File: src/rtl/t1sync_pkg.sv
package t1sync_pkg;

  localparam int SF_BITS = 6;
  localparam int POS_W   = 3;

  typedef enum logic [1:0] {
    ROLE_FT   = 2'd0,
    ROLE_FS   = 2'd1,
    ROLE_FPS  = 2'd2,
    ROLE_NONE = 2'd3
  } fbit_role_e;

  // Expected framing-bit value for a role at a position in the superframe.
  function automatic logic expected_bit(fbit_role_e r, int p);
    case (r)
      ROLE_FT:  return ((p % 2) == 0);
      ROLE_FS:  return (p >= 2);
      ROLE_FPS: return (p == 2) || (p == 4) || (p == 5);
      default:  return 1'b0;
    endcase
  endfunction

endpackage

File: src/rtl/t1sync_fbit_chk.sv
module t1sync_fbit_chk
  import t1sync_pkg::*;
(
  input  logic             clk,
  input  logic             rst,
  input  logic             stb,
  input  logic             val,
  input  logic [1:0]       role,
  input  logic [POS_W-1:0] pos,
  input  logic             esf_mode,
  input  logic             fs_sel,
  output logic             chk_vld_o,
  output logic             chk_err_o,
  output logic             sf_end_o
);

  localparam logic [POS_W-1:0] LAST_POS = POS_W'(SF_BITS - 1);

  fbit_role_e role_e;
  logic       in_range;
  logic       sel_c;
  logic       chk_c;
  logic       err_c;
  logic       end_c;

  always_comb begin
    role_e   = fbit_role_e'(role);
    in_range = (pos <= LAST_POS);
    if (esf_mode)
      sel_c = (role_e == ROLE_FPS);
    else
      sel_c = (role_e == ROLE_FT) ||
              (fs_sel && (role_e == ROLE_FS) && (pos != LAST_POS));
    chk_c = stb && in_range && sel_c;
    err_c = chk_c && (val != expected_bit(role_e, int'(pos)));
    end_c = stb && (pos == LAST_POS) &&
            (esf_mode ? (role_e == ROLE_FPS) : (role_e == ROLE_FS));
  end

  always_ff @(posedge clk) begin
    if (rst) begin
      chk_vld_o <= 1'b0;
      chk_err_o <= 1'b0;
      sf_end_o  <= 1'b0;
    end else begin
      chk_vld_o <= chk_c;
      chk_err_o <= err_c;
      sf_end_o  <= end_c;
    end
  end

  AST_IDLE_NO_CHECK: assert property (@(posedge clk) disable iff (rst)
    !stb |=> (!chk_vld_o && !sf_end_o));
  AST_ESF_PATTERN_ONLY: assert property (@(posedge clk) disable iff (rst)
    (esf_mode && stb && (role != 2'd2)) |=> !chk_vld_o);
  AST_FS_LAST_SKIPPED: assert property (@(posedge clk) disable iff (rst)
    (!esf_mode && stb && (role == 2'd1) && (pos == LAST_POS)) |=> (!chk_vld_o && sf_end_o));

endmodule

File: src/rtl/t1sync_fsm.sv
module t1sync_fsm #(
  parameter int ACQ_SF    = 2,
  parameter int LOSS_WIN  = 4,
  parameter int LOSS_ERRS = 2
) (
  input  logic clk,
  input  logic rst,
  input  logic chk_vld,
  input  logic chk_err,
  input  logic sf_end,
  input  logic ext_oos,
  output logic sync_o
);

  localparam int GW = $clog2(ACQ_SF + 1);

  logic [LOSS_WIN-1:0] win_q, win_n;
  logic [GW-1:0]       good_q, good_n;
  logic                clean_q, clean_n;
  logic                sync_q, sync_n;

  always_comb begin
    win_n   = win_q;
    good_n  = good_q;
    clean_n = clean_q;
    sync_n  = sync_q;
    if (chk_vld) begin
      win_n = {win_q[LOSS_WIN-2:0], chk_err};
      if (chk_err)
        clean_n = 1'b0;
      if (sync_q && ($countones(win_n) >= LOSS_ERRS)) begin
        sync_n  = 1'b0;
        good_n  = '0;
        clean_n = 1'b0;
      end
    end
    if (sf_end && !sync_n) begin
      if (clean_n)
        good_n = good_q + GW'(1);
      else
        good_n = '0;
      if (good_n == GW'(ACQ_SF)) begin
        sync_n = 1'b1;
        good_n = '0;
      end
      clean_n = 1'b1;
    end
    if (ext_oos) begin
      sync_n  = 1'b0;
      good_n  = '0;
      clean_n = 1'b0;
    end
  end

  always_ff @(posedge clk) begin
    if (rst) begin
      win_q   <= '0;
      good_q  <= '0;
      clean_q <= 1'b0;
      sync_q  <= 1'b0;
    end else begin
      win_q   <= win_n;
      good_q  <= good_n;
      clean_q <= clean_n;
      sync_q  <= sync_n;
    end
  end

  assign sync_o = sync_q;

  AST_VETO_DROPS: assert property (@(posedge clk) disable iff (rst)
    ext_oos |=> !sync_q);
  AST_ACQ_AT_BOUNDARY: assert property (@(posedge clk) disable iff (rst)
    (!sync_q && !(sf_end && !ext_oos)) |=> !sync_q);
  AST_CLUSTER_LOSS: assert property (@(posedge clk) disable iff (rst)
    (sync_q && chk_vld && chk_err &&
     ($countones({win_q[LOSS_WIN-2:0], 1'b1}) >= LOSS_ERRS)) |=> !sync_q);

endmodule

File: src/rtl/t1sync_err_cnt.sv
module t1sync_err_cnt #(
  parameter int CNT_W = 16
) (
  input  logic             clk,
  input  logic             rst,
  input  logic             clr,
  input  logic             err,
  input  logic             in_sync,
  output logic [CNT_W-1:0] count_o
);

  localparam logic [CNT_W-1:0] CNT_MAX = {CNT_W{1'b1}};

  logic [CNT_W-1:0] cnt_q;

  always_ff @(posedge clk) begin
    if (rst || clr)
      cnt_q <= '0;
    else if (err && in_sync && (cnt_q != CNT_MAX))
      cnt_q <= cnt_q + CNT_W'(1);
  end

  assign count_o = cnt_q;

  AST_FROZEN_OOS: assert property (@(posedge clk) disable iff (rst)
    (!in_sync && !clr) |=> $stable(cnt_q));
  AST_NO_OVERFLOW: assert property (@(posedge clk) disable iff (rst)
    ((cnt_q == CNT_MAX) && !clr) |=> (cnt_q == CNT_MAX));
  AST_CLEAR: assert property (@(posedge clk) disable iff (rst)
    clr |=> (cnt_q == '0));

endmodule

File: src/rtl/t1_sf_sync_mon.sv
module t1_sf_sync_mon
  import t1sync_pkg::*;
#(
  parameter int CNT_W     = 16,
  parameter int ACQ_SF    = 2,
  parameter int LOSS_WIN  = 4,
  parameter int LOSS_ERRS = 2
) (
  input  logic             clk,
  input  logic             rst,
  input  logic             fb_stb,
  input  logic             fb_val,
  input  logic [1:0]       fb_role,
  input  logic [2:0]       fb_pos,
  input  logic             esf_mode,
  input  logic             fs_sel,
  input  logic             ext_oos,
  input  logic             cnt_clr,
  output logic             sync_valid,
  output logic [CNT_W-1:0] ferr_count
);

  logic chk_vld;
  logic chk_err;
  logic sf_end;

  t1sync_fbit_chk u_chk (
    .clk       (clk),
    .rst       (rst),
    .stb       (fb_stb),
    .val       (fb_val),
    .role      (fb_role),
    .pos       (fb_pos),
    .esf_mode  (esf_mode),
    .fs_sel    (fs_sel),
    .chk_vld_o (chk_vld),
    .chk_err_o (chk_err),
    .sf_end_o  (sf_end)
  );

  t1sync_fsm #(
    .ACQ_SF    (ACQ_SF),
    .LOSS_WIN  (LOSS_WIN),
    .LOSS_ERRS (LOSS_ERRS)
  ) u_fsm (
    .clk     (clk),
    .rst     (rst),
    .chk_vld (chk_vld),
    .chk_err (chk_err),
    .sf_end  (sf_end),
    .ext_oos (ext_oos),
    .sync_o  (sync_valid)
  );

  t1sync_err_cnt #(
    .CNT_W (CNT_W)
  ) u_cnt (
    .clk     (clk),
    .rst     (rst),
    .clr     (cnt_clr),
    .err     (chk_vld && chk_err),
    .in_sync (sync_valid),
    .count_o (ferr_count)
  );

  AST_RESET_STATE: assert property (@(posedge clk)
    $past(rst) |-> (!sync_valid && (ferr_count == '0)));

endmodule

File: config.mk
export PLATFORM = sky130hd
export DESIGN_NAME = t1_sf_sync_mon
export DESIGN_NICKNAME = d
export VERILOG_FILES = /design/src/rtl/t1sync_pkg.sv /design/src/rtl/t1sync_fbit_chk.sv /design/src/rtl/t1sync_fsm.sv /design/src/rtl/t1sync_err_cnt.sv /design/src/rtl/t1_sf_sync_mon.sv
export SDC_FILE = /design/constraint.sdc
export NUM_CORES = 1
export LEC_CHECK = 0
export BUFFER_PORTS_ARGS = -buffer_cell sky130_fd_sc_hd__buf_2
export CAP_MARGIN = 30
export CORE_UTILIZATION = 57
export CTS_CLUSTER_DIAMETER = 200
export DETAILED_ROUTE_END_ITERATION = 6
export PLACE_DENSITY = 0.94
export SETUP_SLACK_MARGIN = 0.2
export SYNTH_ARGS = -nofsm -noshare
export SYNTH_HDL_FRONTEND = slang
export SYNTH_SLANG_ARGS = --single-unit
export TNS_END_PERCENT = 5
File: constraint.sdc
create_clock -name clk -period 3.2 [get_ports clk]
set_input_delay 0.32 -clock clk [delete_from_list [all_inputs] [get_ports clk]]
set_output_delay 0.32 -clock clk [all_outputs]
set_load 0.02 [all_outputs]
### After elaboration in Yosys (flattened, before gate mapping)

Cells that the tools add are included.

* register bits after elaboration: 26
* input bits: 13

* eq/ne operators: 10
* reductions and logical operators: 23
* order comparisons: 3
* multiplexer cells: 17
* $add $sub $neg: 5

Operators with widths (number)
* $add A32 B32 Y32: 1
* $ge A32 B3 Y1 const B: 1
* $logic_not A32 Y1: 1
* $add A16 B1 Y16 const B: 1
* $ne A16 B16 Y1 const B: 1
* $eq A3 B3 Y1 const B: 4
* $logic_and A1 B1 Y1: 12
* $mux W2: 6
* $mux W1: 10
* $add A1 B1 Y2: 2
* $eq A2 B2 Y1 const B: 2
* $logic_or A1 B1 Y1: 4
* $reduce_bool A2 Y1: 2
* $ge A3 B2 Y1 const B: 1
* $le A3 B3 Y1 const B: 1
* $ne A3 B3 Y1 const B: 1
* $pmux W1 S3: 1
* $add A2 B1 Y2 const B: 1
* $eq A2 B1 Y1 const B: 1
* $logic_not A2 Y1: 1
* $reduce_and A2 Y1: 1
* $reduce_or A2 Y1: 1
* $logic_not A1 Y1: 1
* $ne A1 B1 Y1: 1

### Logic depth before layout (Yosys ltp)

Gate-level depths: netlist (run 1).

* depth after elaboration: 12
* depth in mapped cells: 7
* mapped depth without buffers: 7

### Cells and area by module

From an unflattened synthesis (run 1), not the netlist that was laid out.

* cells, all modules: 164
* area total of the unflattened synthesis: 1432.6 um2

By module, submodules not included
* t1sync_err_cnt: cells an instance 104, sequential area each 320.3 um2, area an instance 863.3 um2, instances 1
* t1sync_fsm: cells an instance 36, sequential area each 140.1 um2, area an instance 367.9 um2, instances 1
* t1sync_fbit_chk: cells an instance 23, sequential area each 60.1 um2, area an instance 195.2 um2, instances 1
* t1_sf_sync_mon: cells an instance 1, sequential area each 0.0 um2, area an instance 6.3 um2, instances 1

### Worst setup path before layout (run 1)

OpenSTA, ideal clock, no wires.

* path kind: reg2reg
* start point: reg u_cnt.cnt_q[0], in the netlist u_cnt.count_o[0]
* end point: reg u_cnt.cnt_q[4], in the netlist u_cnt.count_o[4]
* clock period less this slack: 1.972 ns
* data arrival time: 1.881 ns
* library setup time: 0.091 ns
* data required time: 3.109 ns
* path slack: 1.228 ns
* buffers on the path: 1
* cell stages (with the launch flop): 7
* cells stage by stage: dfxtp_1 ha_1 nand3_1 nor4_2 clkbuf_1 nor2_1 a311oi_1

* longest elaborated chain between the ends: 2
* elaborated cells between the ends (all ways): 3
* classes of those cells: 1 x add/sub; 1 x eq/ne; 1 x reduce/logical

RTL lines
* from (decl): line t1sync_err_cnt.sv:14 `logic [CNT_W-1:0] cnt_q;`
* from (signal assigned): line t1sync_err_cnt.sv:20 `cnt_q <= cnt_q + CNT_W'(1);`
* branches (longest 2 deep; another with $add A16 B1 Y16)

Parallel ways; which one is timed is not known.
A chain may end at the register's enable or synchronous reset.

### Final worst setup path (run 1)

* start point: reg u_chk.chk_vld_o
* end point: reg u_cnt.cnt_q[13], in the netlist u_cnt.count_o[13]

* longest elaborated chain between the ends: 3

RTL lines
* from (decl): line t1sync_fbit_chk.sv:12 `output logic chk_vld_o,`
* from (signal assigned): line t1sync_fbit_chk.sv:46 `chk_vld_o <= chk_c;`
* $logic_and A1 B1 Y1: line t1_sf_sync_mon.sv:61 `.err (chk_vld && chk_err),`
* $logic_and A1 B1 Y1 (2 in series): line t1sync_err_cnt.sv:19 `else if (err && in_sync && (cnt_q != CNT_MAX))`

Every way passes these cells.

==> results_dict.tcl, run 1 <==
set metrics [dict create \
    initial_core_util 0.6204 \
    dieWidth_microns 51.54 \
    max_slew_margin 0.5845 \
    core-area_sq_um 2255 \
    cts.path.max_buffers 2 \
    ios 30 \
    setup_viol 0 \
    worstReg2RegStart "u_chk.chk_vld_o" \
    avgSynthCellArea_sq_um 8.582 \
    cts_tree "done" \
    critPathRequiredTime_ns 3.47 \
    syn_inst 163 \
    routabilityCongestion 0.8233 \
    timing.final.crit_share 0.6822 \
    antenna_found_initial 0 \
    worst_pin_slew_ns 0.6182 \
    p_total_uw 583.4 \
    die_h_microns 51.54 \
    max_freq_mhz 458.0 \
    nets 209 \
    num_vias 1391 \
    endpoint_kind "flip-flop" \
    synth_cell_types 39 \
    drt_wl_total_microns 3360 \
    peakVddDrop_v 0.0003004 \
    clkSinkCount 26 \
    crit_chain "nand3_2 > or4_1 > or4_1 > a21oi_1" \
    track_usage 0.2786 \
    period_minus_slack_ns 2.183 \
    path_class "flip-flop to flip-flop" \
    grt_max_degree 16 \
    crit_fanout 12 \
    dr_wl_met2_microns 1696 \
    max_stage_delay_ns 0.69 \
    cts_resized 0 \
    cap_viol_max_count 0 \
    crit_path_start "u_chk.chk_vld_o" \
    rrSetupSlack_ns 1.02 \
    top_layer "met4" \
    postCtsSetupRepairBufs 0 \
    area_delta_synth_final_pct 15.21 \
    drc 0 \
    ctsRootBufferMaster "clkbuf_4" \
    met1Wirelength_microns 1406 \
    ys_ff_latch 26 \
    cpMostUsedCell "or4_1" \
    finalMaxSlewViolations 0 \
    cts.clk_slew.worst_paths_ns 0.15 \
    layout_commonest_cell "buf_2" \
    postRouteAntennaNets 0 \
    synth_seq_area_share 0.3721 \
    grt_pass1_vias 1349 \
    hold_viol 0 \
    drt_iter0_drc 38 \
    rsz0062_at_grt "no" \
    leakagePower_nw 0.5821 \
    firstDrtPassIters 5 \
    critical_path_arrival_ns 2.45 \
    vias_per_cell 6.352 \
    syn_area_sq_um 1399 \
    layout-drive-gt1-share 0.2042 \
    synth_fp_nets 180 \
    reg2reg_depth 4 \
    totalNegativeSetupSlack_ns 0 \
    cts_made_buffers 3 \
    dpl.cell_count 215 \
    p_per_area_nw_per_um2 362.0 \
    hold_buffers 0 \
    cp-start-kind "flip-flop" \
    num_rows 17 \
    grt_overflow 0 \
    grt_pass1_wl_microns 5637 \
    cts_max_level 1 \
    post_drt_wl_per_cell_microns 15.34 \
    layout_common_cells "buf_2 (29), dfxtp_1 (26), a21oi_1 (14), nand2_1 (13)" \
    io_buffer_count 29 \
    die_area_sq_um 2656 \
    critPathCapture "u_cnt.count_o[13]" \
    met3_length_microns 194 \
    clock_latency_ns 0.32 \
    status "completed" \
    cp_slowest_cell "or4_1" \
    hpwl_microns 2510 \
    yosysWarnings 0 \
    diodes 0 \
    timing.hold.worst.class "input port to flip-flop" \
    fin_cells 219 \
    fin_skew_ns 0.005848 \
    rr_endpoint "u_cnt.count_o[13]" \
]
-- cells by family (layout without fill, tap and decap cells) --
kind of cell,count (synthesis),count (layout),synth area share
AO/OA/AOI/OAI,36,36,0.1583
adder cells (fa/ha/maj),4,4,0.04115
buffers and inverters,9,37,0.02772
flip-flops,26,26,0.3721
multiplexers,10,10,0.07156
AND/OR/NAND/NOR,78,78,0.3292
-- Yosys cell counts (all sizes together) --
| cell | n | share of area |
|---|---|---|
| dfxtp | 26 | 0.37 |
| a21oi | 14 | 0.050 |
| nand2 | 13 | 0.035 |
| mux2i | 10 | 0.072 |
| nor2 | 10 | 0.027 |
| or3 | 10 | 0.045 |
| or4 | 9 | 0.048 |
| nand3 | 8 | 0.032 |
| o21ai | 7 | 0.025 |
| o31ai | 6 | 0.032 |
| nand4 | 5 | 0.022 |
| a21boi | 4 | 0.021 |
| clkbuf | 4 | 0.011 |
| ha | 3 | 0.027 |
| inv | 3 | 0.0080 |
| nand2b | 3 | 0.013 |
| nor4 | 3 | 0.018 |
| and3 | 2 | 0.0089 |
| buf | 2 | 0.0089 |
| nand3b | 2 | 0.011 |
| nand4b | 2 | 0.013 |
| nor3 | 2 | 0.0072 |
| or2 | 2 | 0.0089 |
| a211oi | 1 | 0.0054 |
| a221oi | 1 | 0.0063 |
| a311oi | 1 | 0.0063 |
| a31o | 1 | 0.0063 |
| and2b | 1 | 0.0054 |
| and3b | 1 | 0.0063 |
| and4 | 1 | 0.0063 |
| fa | 1 | 0.014 |
| nor2b | 1 | 0.0045 |
| nor3b | 1 | 0.0054 |
| nor4bb | 1 | 0.0072 |
| o21a | 1 | 0.0054 |
| or2b | 1 | 0.0054 |
-- routing by layer --
metal	track usage	vias to the layer above
li1	-	667
met2	0.5022	68
met1	0.3291	648
met4	0.1126	0
met3	0.03801	8
met5	0	-
-- area by class of cell --
class	instances	area (sq um)
multi-input combinational	128	839.6
inverter	3	11.26
sequential	26	520.5
timing repair buffer	30	152.6
tap	28	35.03
fill	186	643.1
clock buffer	3	22.52
clock inverter	1	30.03
-- how the worst min path moves through the flow --
stage | start | endpoint | slack (ns) | depth (start not counted)
2_1_floorplan | ext_oos | u_fsm.good_q[0] | 0.40 | 1
3_3_place_gp | u_fsm.good_q[1] | u_fsm.good_q[1] | 0.43 | 2
6_report | ext_oos | u_fsm.good_q[0] | 0.17 | 2
5_1_grt | ext_oos | u_fsm.good_q[0] | 0.16 | 2
3_5_place_dp | u_fsm.good_q[1] | u_fsm.good_q[1] | 0.43 | 2
4_1_cts | ext_oos | u_fsm.good_q[0] | 0.16 | 2
-- stage by stage --
step	setup slack [ns]	instance area, sq um	hold slack [ns]	utilization
3_5_place_dp	1.080	1559	0.4305	0.6915
2_1_floorplan	1.228	1399	0.3993	-
3_3_place_gp	1.183	1559	0.4313	0.6915
6_report	1.017	1612	0.1671	0.7148
4_1_cts	1.028	1612	0.1638	0.7148
5_1_grt	0.8775	1612	0.1609	0.7148
-- worst max-delay path: cells and delay by family, from the launching register on --
kind	cells	cell delay (ns)
flops	1	0.52
simple gates	3	1.47
compound gates	1	0.15
-- sequential cells by signal (all words and copies together), names as in the netlist --
name / cells
u_fsm.clean_q: 1
u_fsm.good_q: 2
u_fsm.win_q: 3
u_chk.chk_err_o: 1
u_cnt.count_o: 16
u_chk.sf_end_o: 1
u_chk.chk_vld_o: 1
u_fsm.sync_o: 1
-- power by group --
| group | internal, mW | switching (mW) |
|---|---|---|
| combinational | 0.0139 | 0.0171 |
| sequential | 0.325 | 0.00159 |
| clock | 0.127 | 0.0996 |
Note: power is estimated with default switching activity, not from simulation.
==> run 2, diff against run 1 <==
--- a/config.mk
+++ b/config.mk
@@ -7,10 +7,10 @@
 export LEC_CHECK = 0
 export BUFFER_PORTS_ARGS = -buffer_cell sky130_fd_sc_hd__buf_2
 export CAP_MARGIN = 30
-export CORE_UTILIZATION = 57
+export CORE_UTILIZATION = 53
 export CTS_CLUSTER_DIAMETER = 200
 export DETAILED_ROUTE_END_ITERATION = 6
-export PLACE_DENSITY = 0.94
+export PLACE_DENSITY = 0.89
 export SETUP_SLACK_MARGIN = 0.2
 export SYNTH_ARGS = -nofsm -noshare
 export SYNTH_HDL_FRONTEND = slang
==> constraint.sdc (replaced) <==
create_clock -name clk -period 2.1 [get_ports clk]
set_input_delay 0.21 -clock clk [delete_from_list [all_inputs] [get_ports clk]]
set_output_delay 0.21 -clock clk [all_outputs]
set_load 0.02 [all_outputs]
==> run 2 against run 1 <==
Against the previous run: power increased by 30%; cell area increased by 2.1%; die area increased by 7.2%; critical path type unchanged; critical endpoint is now u_cnt.count_o[10].
==> results_dict.tcl, run 2 (synthesis results as in run 1) <==
set metrics [dict create \
    hold_viol 0 \
    ctsRootBufferMaster "clkbuf_4" \
    num_vias 1416 \
    p_total_uw 756.6 \
    period_minus_slack_ns 1.913 \
    grt_max_degree 14 \
    nFillCells 203 \
    rr_endpoint "u_cnt.count_o[10]" \
    layout_common_cells "buf_2 (29), dfxtp_1 (21), a21oi_1 (14), nand2_1 (13)" \
    core-area_sq_um 2477 \
    diodes 0 \
    cts_max_level 1 \
    switchingPower_uw 173.4 \
    seqCellArea_sq_um 526.8 \
    cp-start-kind "flip-flop" \
    grt_overflow 0 \
    critical_path_arrival_ns 2.18 \
    ios 30 \
    grt_pass1_vias 1241 \
    cts_made_buffers 3 \
    antenna_found_initial 0 \
    die_area_sq_um 2849 \
    cts.clk_slew.worst_paths_ns 0.13 \
    finalMaxSlewViolations 0 \
    p_int_uw 583.2 \
    setup_viol 0 \
    drc 0 \
    drt_wl_total_microns 3312 \
    clock_power_share 0.281 \
    p_per_area_nw_per_um2 459.8 \
    status "completed" \
    fin_skew_ns 0.0009014 \
    area_delta_synth_final_pct 17.62 \
    nets 214 \
    cts.path.max_buffers 2 \
    io_buffer_count 29 \
    largest_register_ffs 16 \
    p_seq_frac 0.657 \
    reg2reg_depth 5 \
    max_freq_mhz 522.8 \
    layout_commonest_cell "buf_2" \
    endpoint_kind "flip-flop" \
    timing.hold.worst.class "input port to flip-flop" \
    firstDrtPassIters 4 \
    postRouteAntennaNets 0 \
    cts_tree "done" \
    dieWidth_microns 53.38 \
    max_slew_margin 0.6287 \
    post_drt_wl_per_cell_microns 14.72 \
    critPathRequiredTime_ns 2.37 \
    drt_iter0_drc 58 \
    critPathCapture "u_cnt.count_o[10]" \
    initial_core_util 0.5646 \
    hold_buffers 0 \
    p_sw_frac 0.2292 \
    rsz0062_at_grt "yes" \
    clock_latency_ns 0.32 \
    routabilityCongestion 0.8445 \
    layout-drive-gt1-share 0.2564 \
    p_comb_frac 0.062 \
    peakVddDrop_v 0.0003713 \
    multi_input_area_sq_um 857.1 \
    crit_fanout 6 \
    clkSinkCount 26 \
    die_h_microns 53.38 \
    timing.final.crit_share 0.9108 \
    worstReg2RegStart "u_cnt.count_o[0]" \
    rrSetupSlack_ns 0.19 \
    totalNegativeSetupSlack_ns 0 \
    hpwl_microns 2474 \
    worst_pin_slew_ns 0.5520 \
    cap_viol_max_count 0 \
    leakagePower_nw 0.6168 \
    grt_pass1_wl_microns 5216 \
    num_rows 18 \
    vias_per_cell 6.293 \
    track_usage 0.2525 \
    path_class "flip-flop to flip-flop" \
    crit_path_start "u_cnt.count_o[0]" \
]
==> run 2: changes by cell type in the layout (fill, tap and decap cells not counted), sizes merged <==
| cell | previous run | this run |
|---|---|---|
| buf | 30 | 35 |
| bufinv | 1 | 0 |
==> run 2: cell type report <==
type | count | share of cell area
clock buffers | 3 | 0.01369
repair buffers | 35 | 0.1156
inverters | 3 | 0.006844
flip-flops and latches | 26 | 0.3202
multi-input cells | 128 | 0.5209
well taps | 30 | 0.02281
==> run 2: power by group through the flow <==
| stage | clock network [mW] | logic (mW) | registers, mW |
|---|---|---|---|
| 6_report | 0.213 | 0.0469 | 0.497 |
| 5_1_grt | 0.236 | 0.0515 | 0.497 |
| 4_1_cts | 0.211 | 0.0465 | 0.497 |
| 3_5_place_dp | 0 | 0.0462 | 0.508 |
| 3_3_place_gp | 0 | 0.0432 | 0.507 |
| 2_1_floorplan | 0 | 0.0268 | 0.506 |
==> run 2: worst min-delay path by stage <==
| stage | from | endpoint | slack [ns] | cells after the start |
|---|---|---|---|---|
| global route | ext_oos | u_fsm.good_q[0] | 0.03 | 2 |
| global placement | ext_oos | u_fsm.good_q[0] | 0.39 | 2 |
| finish | ext_oos | u_fsm.good_q[0] | 0.05 | 2 |
| detailed placement | ext_oos | u_fsm.good_q[0] | 0.40 | 2 |
| floorplan | ext_oos | u_fsm.good_q[0] | 0.29 | 1 |
| CTS | ext_oos | u_fsm.good_q[0] | 0.05 | 2 |
==> run 2: through the flow <==
stage,instances,hold slack (ns),instance area [sq um],utilization,setup slack [ns]
after floorplan,163,0.2893,1410,-,0.1515
after CTS,223,0.05099,1625,0.6561,0.1881
after detailed placement,220,0.3967,1595,0.6439,0.1555
after global placement,220,0.3932,1595,0.6439,0.2213
final,225,0.04685,1645,0.6641,0.1873
after global routing,225,0.02603,1645,0.6641,0.07248
==> run 2: layer usage <==
metal  GRT usage  share of wire
met1      0.3172           0.43
met2      0.4188           0.50
met3     0.03161          0.053
met4      0.1228          0.018
met5           0              0
==> run 2: repair_timing <==
action,in CTS,in global routing
gates cloned,0,0
hold endpoints to repair,0,0
endpoints found under the setup margin,7,18
buffers inserted,0,2
resized for setup,4,2
pin swaps,0,1
==> run 2: critical path, cell delays in order (launching register included) <==
cell     delay, ns
dfxtp_2       0.38
ha_1          0.21
nand3_1       0.19
or3_4         0.45
or4_1         0.48
a21oi_1       0.14
==> run 3, diff against run 2 <==
--- a/config.mk
+++ b/config.mk
@@ -11,6 +11,7 @@
 export CTS_CLUSTER_DIAMETER = 200
 export DETAILED_ROUTE_END_ITERATION = 6
 export PLACE_DENSITY = 0.89
+export RECOVER_POWER = 25
 export SETUP_SLACK_MARGIN = 0.2
 export SYNTH_ARGS = -nofsm -noshare
 export SYNTH_HDL_FRONTEND = slang
==> run 3 against run 2 <==
Against the previous run: sequential power about the same; worst hold slack about the same; sequential share of layout area down 0.082 points; worst setup slack worse by 0.026 ns; largest power group unchanged.
==> results_dict.tcl, run 3 (synthesis results as in run 1) <==
set metrics [dict create \
    routabilityCongestion 0.8445 \
    initial_core_util 0.5646 \
    drt_iter0_drc 58 \
    drt_wl_total_microns 3312 \
    clkSinkCount 26 \
    setup_viol 0 \
    timing.final.crit_share 0.9233 \
    totalNegativeSetupSlack_ns 0 \
    grt_max_degree 14 \
    firstDrtPassIters 4 \
    die_h_microns 53.38 \
    cts_tree "done" \
    track_usage 0.2525 \
    nets 214 \
    antenna_found_initial 0 \
    crit_fanout 6 \
    hold_buffers 0 \
    cap_viol_max_count 0 \
    peakVddDrop_v 0.0003712 \
    worst_pin_slew_ns 0.5526 \
    max_slew_margin 0.6283 \
    reg2reg_depth 5 \
    fin_skew_ns 0.001394 \
    postRouteAntennaNets 0 \
    nFillCells 207 \
    timing.hold.ws_ns 0.04695 \
    finalMaxSlewViolations 0 \
    path_class "flip-flop to flip-flop" \
    cts.clk_slew.worst_paths_ns 0.13 \
    p_per_area_nw_per_um2 461.3 \
    ios 30 \
    drc 0 \
    largest_register_ffs 16 \
    seqCellArea_sq_um 523.0 \
    critical_path_arrival_ns 2.20 \
    leakagePower_nw 0.6054 \
    hold_viol 0 \
    endpoint_kind "flip-flop" \
    worstReg2RegStart "u_cnt.count_o[1]" \
    clock_latency_ns 0.32 \
    grt_pass1_wl_microns 5216 \
    layout_commonest_cell "buf_2" \
    io_buffer_count 29 \
    num_rows 18 \
    ctsRootBufferMaster "clkbuf_4" \
    hpwl_microns 2474 \
    dieWidth_microns 53.38 \
    area_delta_synth_final_pct 17.08 \
    layout_common_cells "buf_2 (26), dfxtp_1 (24), a21oi_1 (14), nand2_1 (13)" \
    min_to "u_fsm.good_q[0]" \
    holdPathStages 2 \
    layout-drive-gt1-share 0.2256 \
    cts_made_buffers 3 \
    vias_per_cell 6.320 \
    rsz0062_at_grt "yes" \
    min_from "ext_oos" \
    die_area_sq_um 2849 \
    grt_pass1_vias 1241 \
    period_minus_slack_ns 1.939 \
    critPathRequiredTime_ns 2.36 \
    rr_endpoint "u_cnt.count_o[10]" \
    diodes 0 \
    grt_overflow 0 \
    multi_input_area_sq_um 857.1 \
    post_drt_wl_per_cell_microns 14.72 \
    core-area_sq_um 2477 \
    status "completed" \
    max_freq_mhz 515.8 \
    timing.hold.worst.class "input port to flip-flop" \
    cts_max_level 1 \
    rrSetupSlack_ns 0.16 \
    cts.path.max_buffers 2 \
    cp-start-kind "flip-flop" \
    final_util 0.6611 \
    num_vias 1422 \
]
run 3: cell count changes in the layout (fill, tap and decap cells not counted), sizes merged:
cell | before | now
clkbuf | 3 | 6
buf | 35 | 32
run 3: report_power, final:
| group | leakage (nW) | switching (mW) | internal (mW) |
|---|---|---|---|
| logic | 0.381 | 0.0257 | 0.0206 |
| clock network | 0.0138 | 0.145 | 0.0673 |
| registers | 0.210 | 0.00231 | 0.495 |
run 3: repair_timing:
item	in CTS	in global routing
gates resized for setup	4	2
setup buffers	0	2
pin swaps	0	1
endpoints found under the setup margin	7	18
run 3: metal layers:
layer / global-route usage / vias up / share of wire
met5: 0 / - / 0
met4: 0.1228 / 0 / 0.018
met3: 0.03161 / 8 / 0.051
met2: 0.4188 / 62 / 0.50
met1: 0.3172 / 672 / 0.43
li1: - / 680 / -
run 3: layout make-up:
cell class,instances,area share
Multi-Input combinational cell,128,0.5233
Sequential cell,26,0.3193
Timing Repair Buffer,35,0.1138
Tap cell,30,0.02292
Clock buffer,3,0.01375
Inverter,3,0.006875
run 3: per-stage QoR:
stage               power, mW  instance area, sq um  setup WS, ns  std cells
floorplan              0.5328                  1410        0.1515        163
global placement       0.5507                  1595        0.2213        220
detailed placement     0.5539                  1595        0.1555        220
CTS                    0.7542                  1625        0.1881        223
global route           0.7846                  1638       0.04178        225
finish                 0.7556                  1638        0.1611        225
run 3: worst max-delay path by stage:
| stage | to | slack, ns | start | cells past startpoint |
|---|---|---|---|---|
| after floorplan | u_cnt.count_o[13] | 0.15 | u_fsm.sync_o | 5 |
| after global placement | u_cnt.count_o[13] | 0.22 | u_chk.chk_vld_o | 4 |
| after detailed placement | u_cnt.count_o[13] | 0.16 | u_chk.chk_vld_o | 4 |
| after CTS | u_cnt.count_o[10] | 0.19 | u_cnt.count_o[0] | 5 |
| after global routing | u_cnt.count_o[10] | 0.04 | u_cnt.count_o[1] | 5 |
| final | u_cnt.count_o[10] | 0.16 | u_cnt.count_o[1] | 5 |
run 3: critical path, stage by stage, from the launching register on:
cell and delay [ns]:
dfxtp_1 0.39, ha_1 0.22, nand3_1 0.19, or3_4 0.45
or4_1 0.48, a21oi_1 0.14
